[src/rtl/dlp_pkg.sv]
package dlp_pkg;
  localparam int WORD_W  = 32;
  localparam int ADDR_W  = 4;
  localparam int CNT_W   = 8;
  localparam int SRC_LSB = 28;
  localparam int TGT_LSB = 24;
  localparam int CNT_LSB = 16;

  localparam logic [WORD_W-1:0] REPLY_OK   = 32'h0000_0001;
  localparam logic [WORD_W-1:0] REPLY_WAIT = 32'h0000_0000;
  localparam logic [WORD_W-1:0] REPLY_PART = 32'h8000_0000;

  typedef enum logic [2:0] {
    ST_IDLE,
    ST_GET_HDR,
    ST_REQ,
    ST_REPLY,
    ST_FWD,
    ST_DONE
  } link_st_e;
endpackage

[src/rtl/dlp_rx_deser.sv]
module dlp_rx_deser
  import dlp_pkg::*;
#(
  parameter int SYNC_STAGES = 2
) (
  input  logic              clk_i,
  input  logic              rst_ni,
  input  logic              sclk_i,
  input  logic              fs_i,
  input  logic              sd_i,
  output logic              start_o,
  output logic              valid_o,
  output logic [WORD_W-1:0] word_o
);
  localparam int BIT_W = $clog2(WORD_W);
  localparam int LAST  = SYNC_STAGES - 1;

  // per-line synchronizer chains: [0]=clk [1]=fs [2]=data
  logic [SYNC_STAGES-1:0] sync_q [3];
  logic [2:0] raw;
  assign raw = {sd_i, fs_i, sclk_i};

  for (genvar g = 0; g < 3; g++) begin : g_sync
    always_ff @(posedge clk_i or negedge rst_ni) begin
      if (!rst_ni) sync_q[g] <= '0;
      else         sync_q[g] <= {sync_q[g][SYNC_STAGES-2:0], raw[g]};
    end
  end

  logic sclk_s, fs_s, sd_s, sclk_d, rise;
  logic active_q;
  logic [BIT_W-1:0] bit_q;
  logic [WORD_W-1:0] shift_q;

  assign sclk_s = sync_q[0][LAST];
  assign fs_s   = sync_q[1][LAST];
  assign sd_s   = sync_q[2][LAST];
  assign rise   = sclk_s & ~sclk_d;

  always_ff @(posedge clk_i or negedge rst_ni) begin
    if (!rst_ni) begin
      sclk_d   <= 1'b0;
      active_q <= 1'b0;
      bit_q    <= '0;
      shift_q  <= '0;
      start_o  <= 1'b0;
      valid_o  <= 1'b0;
      word_o   <= '0;
    end else begin
      sclk_d  <= sclk_s;
      start_o <= 1'b0;
      valid_o <= 1'b0;
      if (rise) begin
        if (active_q) begin
          shift_q <= {shift_q[WORD_W-2:0], sd_s};
          bit_q   <= bit_q + 1'b1;
          if (bit_q == BIT_W'(WORD_W - 1)) begin
            active_q <= 1'b0;
            valid_o  <= 1'b1;
            word_o   <= {shift_q[WORD_W-2:0], sd_s};
          end
        end
        // frame-sync re-arms, also mid-word
        if (fs_s) begin
          active_q <= 1'b1;
          bit_q    <= '0;
          start_o  <= 1'b1;
        end
      end
    end
  end
endmodule

[src/rtl/dlp_tx_ser.sv]
module dlp_tx_ser
  import dlp_pkg::*;
#(
  parameter int TX_HALF = 2
) (
  input  logic              clk_i,
  input  logic              rst_ni,
  input  logic              start_i,
  input  logic [WORD_W-1:0] word_i,
  output logic              sclk_o,
  output logic              fs_o,
  output logic              sd_o,
  output logic              done_o
);
  localparam int DIV_W = (TX_HALF > 1) ? $clog2(TX_HALF) : 1;
  localparam int POS_W = $clog2(WORD_W + 1);

  logic [DIV_W-1:0] div_q;
  logic             sclk_q, tick, fall;
  logic             pend_q, busy_q;
  logic [POS_W-1:0] pos_q;
  logic [WORD_W-1:0] sh_q;

  assign tick   = (div_q == DIV_W'(TX_HALF - 1));
  assign fall   = tick & sclk_q;
  assign sclk_o = sclk_q;

  always_ff @(posedge clk_i or negedge rst_ni) begin
    if (!rst_ni) begin
      div_q  <= '0;
      sclk_q <= 1'b0;
    end else if (tick) begin
      div_q  <= '0;
      sclk_q <= ~sclk_q;
    end else begin
      div_q  <= div_q + 1'b1;
    end
  end

  always_ff @(posedge clk_i or negedge rst_ni) begin
    if (!rst_ni) begin
      pend_q <= 1'b0;
      busy_q <= 1'b0;
      pos_q  <= '0;
      sh_q   <= '0;
      fs_o   <= 1'b0;
      sd_o   <= 1'b0;
      done_o <= 1'b0;
    end else begin
      done_o <= 1'b0;
      if (start_i && !pend_q && !busy_q) begin
        pend_q <= 1'b1;
        sh_q   <= word_i;
      end
      if (fall) begin
        if (busy_q) begin
          fs_o <= 1'b0;
          if (pos_q == POS_W'(WORD_W)) begin
            sd_o   <= 1'b0;
            busy_q <= 1'b0;
            done_o <= 1'b1;
          end else begin
            sd_o  <= sh_q[WORD_W-1];
            sh_q  <= {sh_q[WORD_W-2:0], 1'b0};
            pos_q <= pos_q + 1'b1;
          end
        end else if (pend_q) begin
          // one frame-sync bit period ahead of the MSB
          fs_o   <= 1'b1;
          sd_o   <= 1'b0;
          pend_q <= 1'b0;
          busy_q <= 1'b1;
          pos_q  <= '0;
        end
      end
    end
  end
endmodule

[src/rtl/dlp_ctrl.sv]
module dlp_ctrl
  import dlp_pkg::*;
#(
  parameter int N_FIFO = 4,
  localparam int SEL_W = $clog2(N_FIFO)
) (
  input  logic              clk_i,
  input  logic              rst_ni,
  input  logic              start_i,
  input  logic              valid_i,
  input  logic [WORD_W-1:0] word_i,
  output logic              req_o,
  output logic [ADDR_W-1:0] req_src_o,
  output logic [ADDR_W-1:0] req_target_o,
  output logic [CNT_W-1:0]  req_count_o,
  input  logic              rsp_valid_i,
  input  logic [CNT_W-1:0]  rsp_count_i,
  input  logic [SEL_W-1:0]  rsp_fifo_i,
  output logic              tx_start_o,
  output logic [WORD_W-1:0] tx_word_o,
  input  logic              tx_done_i,
  output logic [N_FIFO-1:0] fifo_wr_o,
  output logic [WORD_W-1:0] fifo_data_o
);
  link_st_e         st_q;
  logic [ADDR_W-1:0] src_q, tgt_q;
  logic [CNT_W-1:0]  cnt_q, grant_q, recv_q, acc;
  logic [SEL_W-1:0]  sel_q;
  logic              wait_q;

  assign acc          = (rsp_count_i > cnt_q) ? cnt_q : rsp_count_i;
  assign req_o        = (st_q == ST_REQ);
  assign req_src_o    = src_q;
  assign req_target_o = tgt_q;
  assign req_count_o  = cnt_q;

  always_ff @(posedge clk_i or negedge rst_ni) begin
    if (!rst_ni) begin
      st_q        <= ST_IDLE;
      src_q       <= '0;
      tgt_q       <= '0;
      cnt_q       <= '0;
      grant_q     <= '0;
      recv_q      <= '0;
      sel_q       <= '0;
      wait_q      <= 1'b0;
      tx_start_o  <= 1'b0;
      tx_word_o   <= '0;
      fifo_wr_o   <= '0;
      fifo_data_o <= '0;
    end else begin
      tx_start_o <= 1'b0;
      fifo_wr_o  <= '0;
      unique case (st_q)
        ST_IDLE: if (start_i) st_q <= ST_GET_HDR;
        ST_GET_HDR: if (valid_i) begin
          src_q <= word_i[SRC_LSB +: ADDR_W];
          tgt_q <= word_i[TGT_LSB +: ADDR_W];
          cnt_q <= word_i[CNT_LSB +: CNT_W];
          st_q  <= ST_REQ;
        end
        ST_REQ: if (rsp_valid_i) begin
          tx_start_o <= 1'b1;
          sel_q      <= rsp_fifo_i;
          grant_q    <= acc;
          recv_q     <= cnt_q;
          if (acc == cnt_q) begin
            tx_word_o <= REPLY_OK;
            wait_q    <= 1'b0;
          end else if (acc == '0) begin
            tx_word_o <= REPLY_WAIT;
            wait_q    <= 1'b1;
          end else begin
            tx_word_o <= REPLY_PART | WORD_W'(acc);
            wait_q    <= 1'b0;
          end
          st_q <= ST_REPLY;
        end
        ST_REPLY: if (tx_done_i) begin
          if (wait_q)             st_q <= ST_IDLE;
          else if (cnt_q == '0)   st_q <= ST_DONE;
          else                    st_q <= ST_FWD;
        end
        ST_FWD: if (valid_i) begin
          if (grant_q != '0) begin
            fifo_wr_o   <= N_FIFO'(1) << sel_q;
            fifo_data_o <= word_i;
            grant_q     <= grant_q - 1'b1;
          end
          recv_q <= recv_q - 1'b1;
          if (recv_q == CNT_W'(1)) st_q <= ST_DONE;
        end
        ST_DONE: st_q <= ST_IDLE;
        default: st_q <= ST_IDLE;
      endcase
    end
  end
endmodule

[src/rtl/dsp_link_port.sv]
module dsp_link_port
  import dlp_pkg::*;
#(
  parameter int N_FIFO      = 4,
  parameter int TX_HALF     = 2,
  parameter int SYNC_STAGES = 2,
  localparam int SEL_W      = $clog2(N_FIFO)
) (
  input  logic              clk_i,
  input  logic              rst_ni,
  input  logic              rx_sclk_i,
  input  logic              rx_fs_i,
  input  logic              rx_sd_i,
  output logic              tx_sclk_o,
  output logic              tx_fs_o,
  output logic              tx_sd_o,
  output logic              req_o,
  output logic [ADDR_W-1:0] req_src_o,
  output logic [ADDR_W-1:0] req_target_o,
  output logic [CNT_W-1:0]  req_count_o,
  input  logic              rsp_valid_i,
  input  logic [CNT_W-1:0]  rsp_count_i,
  input  logic [SEL_W-1:0]  rsp_fifo_i,
  output logic [N_FIFO-1:0] fifo_wr_o,
  output logic [WORD_W-1:0] fifo_data_o
);
  logic              rx_start, rx_valid, tx_start, tx_done;
  logic [WORD_W-1:0] rx_word, tx_word;

  dlp_rx_deser #(.SYNC_STAGES(SYNC_STAGES)) u_rx (
    .clk_i(clk_i), .rst_ni(rst_ni),
    .sclk_i(rx_sclk_i), .fs_i(rx_fs_i), .sd_i(rx_sd_i),
    .start_o(rx_start), .valid_o(rx_valid), .word_o(rx_word)
  );

  dlp_ctrl #(.N_FIFO(N_FIFO)) u_ctrl (
    .clk_i(clk_i), .rst_ni(rst_ni),
    .start_i(rx_start), .valid_i(rx_valid), .word_i(rx_word),
    .req_o(req_o), .req_src_o(req_src_o), .req_target_o(req_target_o),
    .req_count_o(req_count_o),
    .rsp_valid_i(rsp_valid_i), .rsp_count_i(rsp_count_i), .rsp_fifo_i(rsp_fifo_i),
    .tx_start_o(tx_start), .tx_word_o(tx_word), .tx_done_i(tx_done),
    .fifo_wr_o(fifo_wr_o), .fifo_data_o(fifo_data_o)
  );

  dlp_tx_ser #(.TX_HALF(TX_HALF)) u_tx (
    .clk_i(clk_i), .rst_ni(rst_ni),
    .start_i(tx_start), .word_i(tx_word),
    .sclk_o(tx_sclk_o), .fs_o(tx_fs_o), .sd_o(tx_sd_o), .done_o(tx_done)
  );
endmodule

[config.mk]
export PLATFORM = sky130hd
export DESIGN_NAME = dsp_link_port
export DESIGN_NICKNAME = d
export VERILOG_FILES = /design/src/rtl/dlp_pkg.sv /design/src/rtl/dlp_rx_deser.sv /design/src/rtl/dlp_tx_ser.sv /design/src/rtl/dlp_ctrl.sv /design/src/rtl/dsp_link_port.sv
export SDC_FILE = /design/constraint.sdc
export NUM_CORES = 1
export LEC_CHECK = 0
export BUFFER_PORTS_ARGS = -buffer_cell sky130_fd_sc_hd__buf_2
export CAP_MARGIN = 20
export CORE_ASPECT_RATIO = 0.7
export CORE_MARGIN = 3
export CORE_UTILIZATION = 54
export CTS_BUF_LIST = sky130_fd_sc_hd__clkbuf_16
export DETAILED_ROUTE_END_ITERATION = 10
export PLACE_DENSITY = 0.84
export SYNTH_ARGS = -nofsm -noshare
export SYNTH_HDL_FRONTEND = slang
export SYNTH_SLANG_ARGS = --single-unit
[constraint.sdc]
create_clock -name clk_i -period 1.9 [get_ports clk_i]
set_clock_uncertainty 0.05 [all_clocks]
set_input_delay 0.285 -clock clk_i [delete_from_list [all_inputs] [get_ports clk_i]]
set_output_delay 0.285 -clock clk_i [all_outputs]
set_load 0.005 [all_outputs]
==> results.json <==
{
  "worst_pin_slew_ns": 0.516,
  "ff2ff_setup_slack_ns": -0.30,
  "syn_area_mm2": 0.00877,
  "synth.most_common_cell": "dfrtp_1",
  "start_util_pct": 55.9,
  "hold_depth": 3,
  "area_growth_pct": 28.9,
  "vias_per_cell": 5.78,
  "track_usage_pct": 23.3,
  "antennaDiodeCount": 0,
  "die_width_um": 158,
  "synthTopCellsByArea": "dfrtp_1 (59%), mux2_2 (13%), nand2_1 (4.0%), o21ai_0 (3.3%), ha_1 (2.3%)",
  "yosysSeqAreaShare_pct": 59.1,
  "worstSetupEndpointType": "flip-flop",
  "fin_util_pct": 72.0,
  "synth_nets": 758,
  "drc": 0,
  "failed_checks": "setup timing",
  "grt_max_degree": 64,
  "combPwrFrac_pct": 6.0,
  "swShare_pct": 22.5,
  "finalNetCount": 918,
  "clkTransAtPathRegs_ns": 0.07,
  "yosysUniqueCellTypes": 58,
  "wl_met1_um": 9690,
  "cts_tree": "done",
  "cp.required_ns": 2.28,
  "p_leak_uw": 0.00553,
  "die_y_um": 113,
  "critical_path.endpoint": "u_ctrl.tx_word_o[31]",
  "grt_pass1_wl_um": 33400,
  "fin_crit_ns": 2.20,
  "num_rows": 38,
  "drv_slew": 0,
  "grt-ovfl-total": 0,
  "cts_buffers": 20,
  "cts_max_path_buffers": 3,
  "ys.flop_type": "dfrtp_1",
  "cts_root_buf": "clkbuf_16",
  "place_ws_ns": -0.247,
  "drt-initial-drc-count": 546,
  "arrival_ns": 2.57,
  "min_path_type": "in -> reg",
  "status": "complete, but fails checks",
  "dp_hpwl_um": 13400,
  "finalCritPeriodShare_pct": 116,
  "crit_start": "u_ctrl.req_count_o[1]",
  "topRoutingLayerUsed": "met4",
  "cap_viol_max_count": 0,
  "rsz0062_at_grt": "yes",
  "top_level_ports": 72,
  "setup_viol": 43,
  "max-slew-margin-rel_pct": 65.6,
  "worstPathMaxFanout": 5,
  "rr_endpoint": "u_ctrl.tx_word_o[31]",
  "post-route-cell-area_mm2": 0.0113,
  "async_flop_share_pct": 100,
  "yosysWarnings": 0,
  "whs_ns": 0.141,
  "drive_gt1_share_pct": 39.1,
  "dr_wl_met2_um": 10200,
  "cts_sinks": 207,
  "seq_power_share_pct": 51.0,
  "power_density_mw_per_mm2": 820,
  "synthCells": 726,
  "critical_path_class": "reg -> reg",
  "reg2reg_from": "u_ctrl.req_count_o[1]",
  "ir_drop_mv": 0.540,
  "antenna_found_initial": 0,
  "dieArea_mm2": 0.0178,
  "numPortBuffers": 71,
  "clkLatencyLatePin_ns": 0.49,
  "p_int_uw": 7190,
  "firstDrtPassIters": 5,
  "syn-mean-instance-area_um2": 12.1,
  "ant_nets": 0,
  "placed_area_mm2": 0.00999,
  "rr_worst_depth": 9,
  "hold_viol": 0,
  "wl_met3_um": 1520,
  "critPathLaunchType": "flip-flop",
  "fmax_mhz": 455,
  "p_clk_share_pct": 42.9,
  "cts.htree.levels": 1,
  "setup_ws_ns": -0.299,
  "power.switching_uw": 2080,
  "synthTopCellsByCount": "dfrtp_1 (207), mux2_2 (105), nand2_1 (93)",
  "wl_um": 21900,
  "gp_congestion": 0.944,
  "routedWlPerCell_um": 19.9,
  "synth_edf_count": 0,
  "core_mm2": 0.0157,
  "grt_pass1_vias": 6336,
  "ys_ff_latch": 207,
  "synth_largest_area_cell": "dfrtp_1",
  "synthDominantCellAreaShare_pct": 59.1,
  "vias": 6350
}
[registers in the layout (all words and copies together) (netlist names), 3 cells and up]
register	flops
u_ctrl.fifo_data_o	32
u_rx.word_o	32
u_tx.sh_q	32
u_rx.shift_q	31
u_ctrl.tx_word_o	9
u_ctrl.grant_q	8
u_ctrl.recv_q	8
u_ctrl.req_count_o	8
u_tx.pos_q	6
u_rx.bit_q	5
u_ctrl.fifo_wr_o	4
u_ctrl.req_src_o	4
u_ctrl.req_target_o	4
u_ctrl.st_q	3
u_rx.sync_q	3
[per-stage QoR]
stage,TNS [ns],std cells,total power (uW)
floorplan,-0.692,726,5010
detailed placement,-4.30,1036,5290
global placement,-3.40,1036,5240
CTS,-2.58,1083,9260
global route,-5.67,1098,9610
finish,-4.92,1098,9270
[layout by cell type, fill, tap and decap left out, types with 4 or more instances in the layout]
| master | netlist | final |
|---|---|---|
| a221o_1 | 5 | 5 |
| buf_2 | 13 | 70 |
| a31oi_1 | 6 | 4 |
| mux2_4 | 0 | 27 |
| ha_1 | 16 | 10 |
| nand4_1 | 7 | 7 |
| a21oi_1 | 21 | 18 |
| o21ai_0 | 57 | 54 |
| nor3_1 | 8 | 7 |
| inv_2 | 0 | 8 |
| mux2i_1 | 12 | 12 |
| nand3_1 | 7 | 7 |
| ha_4 | 0 | 5 |
| xor2_1 | 5 | 5 |
| buf_4 | 1 | 68 |
| clkbuf_16 | 0 | 22 |
| nor2_1 | 24 | 23 |
| buf_6 | 2 | 12 |
| xnor2_1 | 9 | 9 |
| dfrtp_1 | 207 | 206 |
| clkinv_1 | 0 | 5 |
| mux2_2 | 105 | 78 |
| nor4_1 | 9 | 6 |
| nor2b_1 | 6 | 6 |
| dlygate4sd3_1 | 0 | 6 |
| nand2_1 | 93 | 91 |
| a22o_1 | 8 | 8 |
| buf_12 | 0 | 9 |
| inv_1 | 28 | 23 |
[power groups by stage]
stage | Combinational [uW] | Sequential [uW] | Clock (uW)
CTS | 506 | 4730 | 4020
detailed placement | 485 | 4800 | 0
finish | 560 | 4730 | 3980
floorplan | 260 | 4750 | 0
global route | 610 | 4750 | 4250
global placement | 460 | 4780 | 0
[area by class of cell]
| class | count | area (um2) |
|---|---|---|
| flip-flops and latches | 207 | 5180 |
| fillers | 1004 | 4390 |
| multi-input cells | 457 | 3750 |
| repair buffers | 172 | 1370 |
| clock buffers | 20 | 500 |
| well taps | 200 | 250 |
| clock inverters | 14 | 146 |
| inverters | 28 | 105 |
[worst min-delay path by stage]
stage | from | end | slack (ns)
3_3_place_gp | rst_ni | u_ctrl.recv_q[5] | 0.25
4_1_cts | rsp_count_i[0] | u_ctrl.tx_word_o[0] | 0.10
2_1_floorplan | rst_ni | u_ctrl.fifo_data_o[0] | -0.06
6_report | rsp_count_i[0] | u_ctrl.tx_word_o[0] | 0.14
5_1_grt | rsp_count_i[0] | u_ctrl.tx_word_o[0] | 0.14
3_5_place_dp | rst_ni | u_ctrl.recv_q[5] | 0.25
[layer usage]
layer / track usage (%) / up-vias
met5: 0 / -
met4: 4.70 / 0
met3: 5.97 / 46
met2: 36.0 / 200
met1: 33.9 / 3217
li1: - / 2887
[critical path, stage by stage (launching register included)]
cell	delay, ns
dfrtp_1	0.39
inv_1	0.14
ha_1	0.27
nor2b_1	0.15
o21ai_2	0.13
buf_4	0.14
nand4bb_4	0.22
a211oi_4	0.34
buf_6	0.16
a22o_1	0.14
[repair_timing]
action | 4_1_cts | 5_1_grt
endpoints found under the setup margin | 50 | 79
hold endpoints to repair | 56 | 0
hold buffers | 6 | 0
pin swaps | 10 | 17
gates resized for setup | 20 | 79
buffers inserted | 4 | 17
gates cloned | 3 | 3
[logic make-up after synthesis]
logic type      count (synthesis)  synth area share (%)
flops                         207                  59.1
simple gates                  182                  10.0
compound gates                127                  9.24
mux                           118                  15.0
buf+inv                        62                  3.05
fa+ha+maj                      16                  2.28
xor+xnor                       14                  1.40
(Power assumes the default switching activity.)
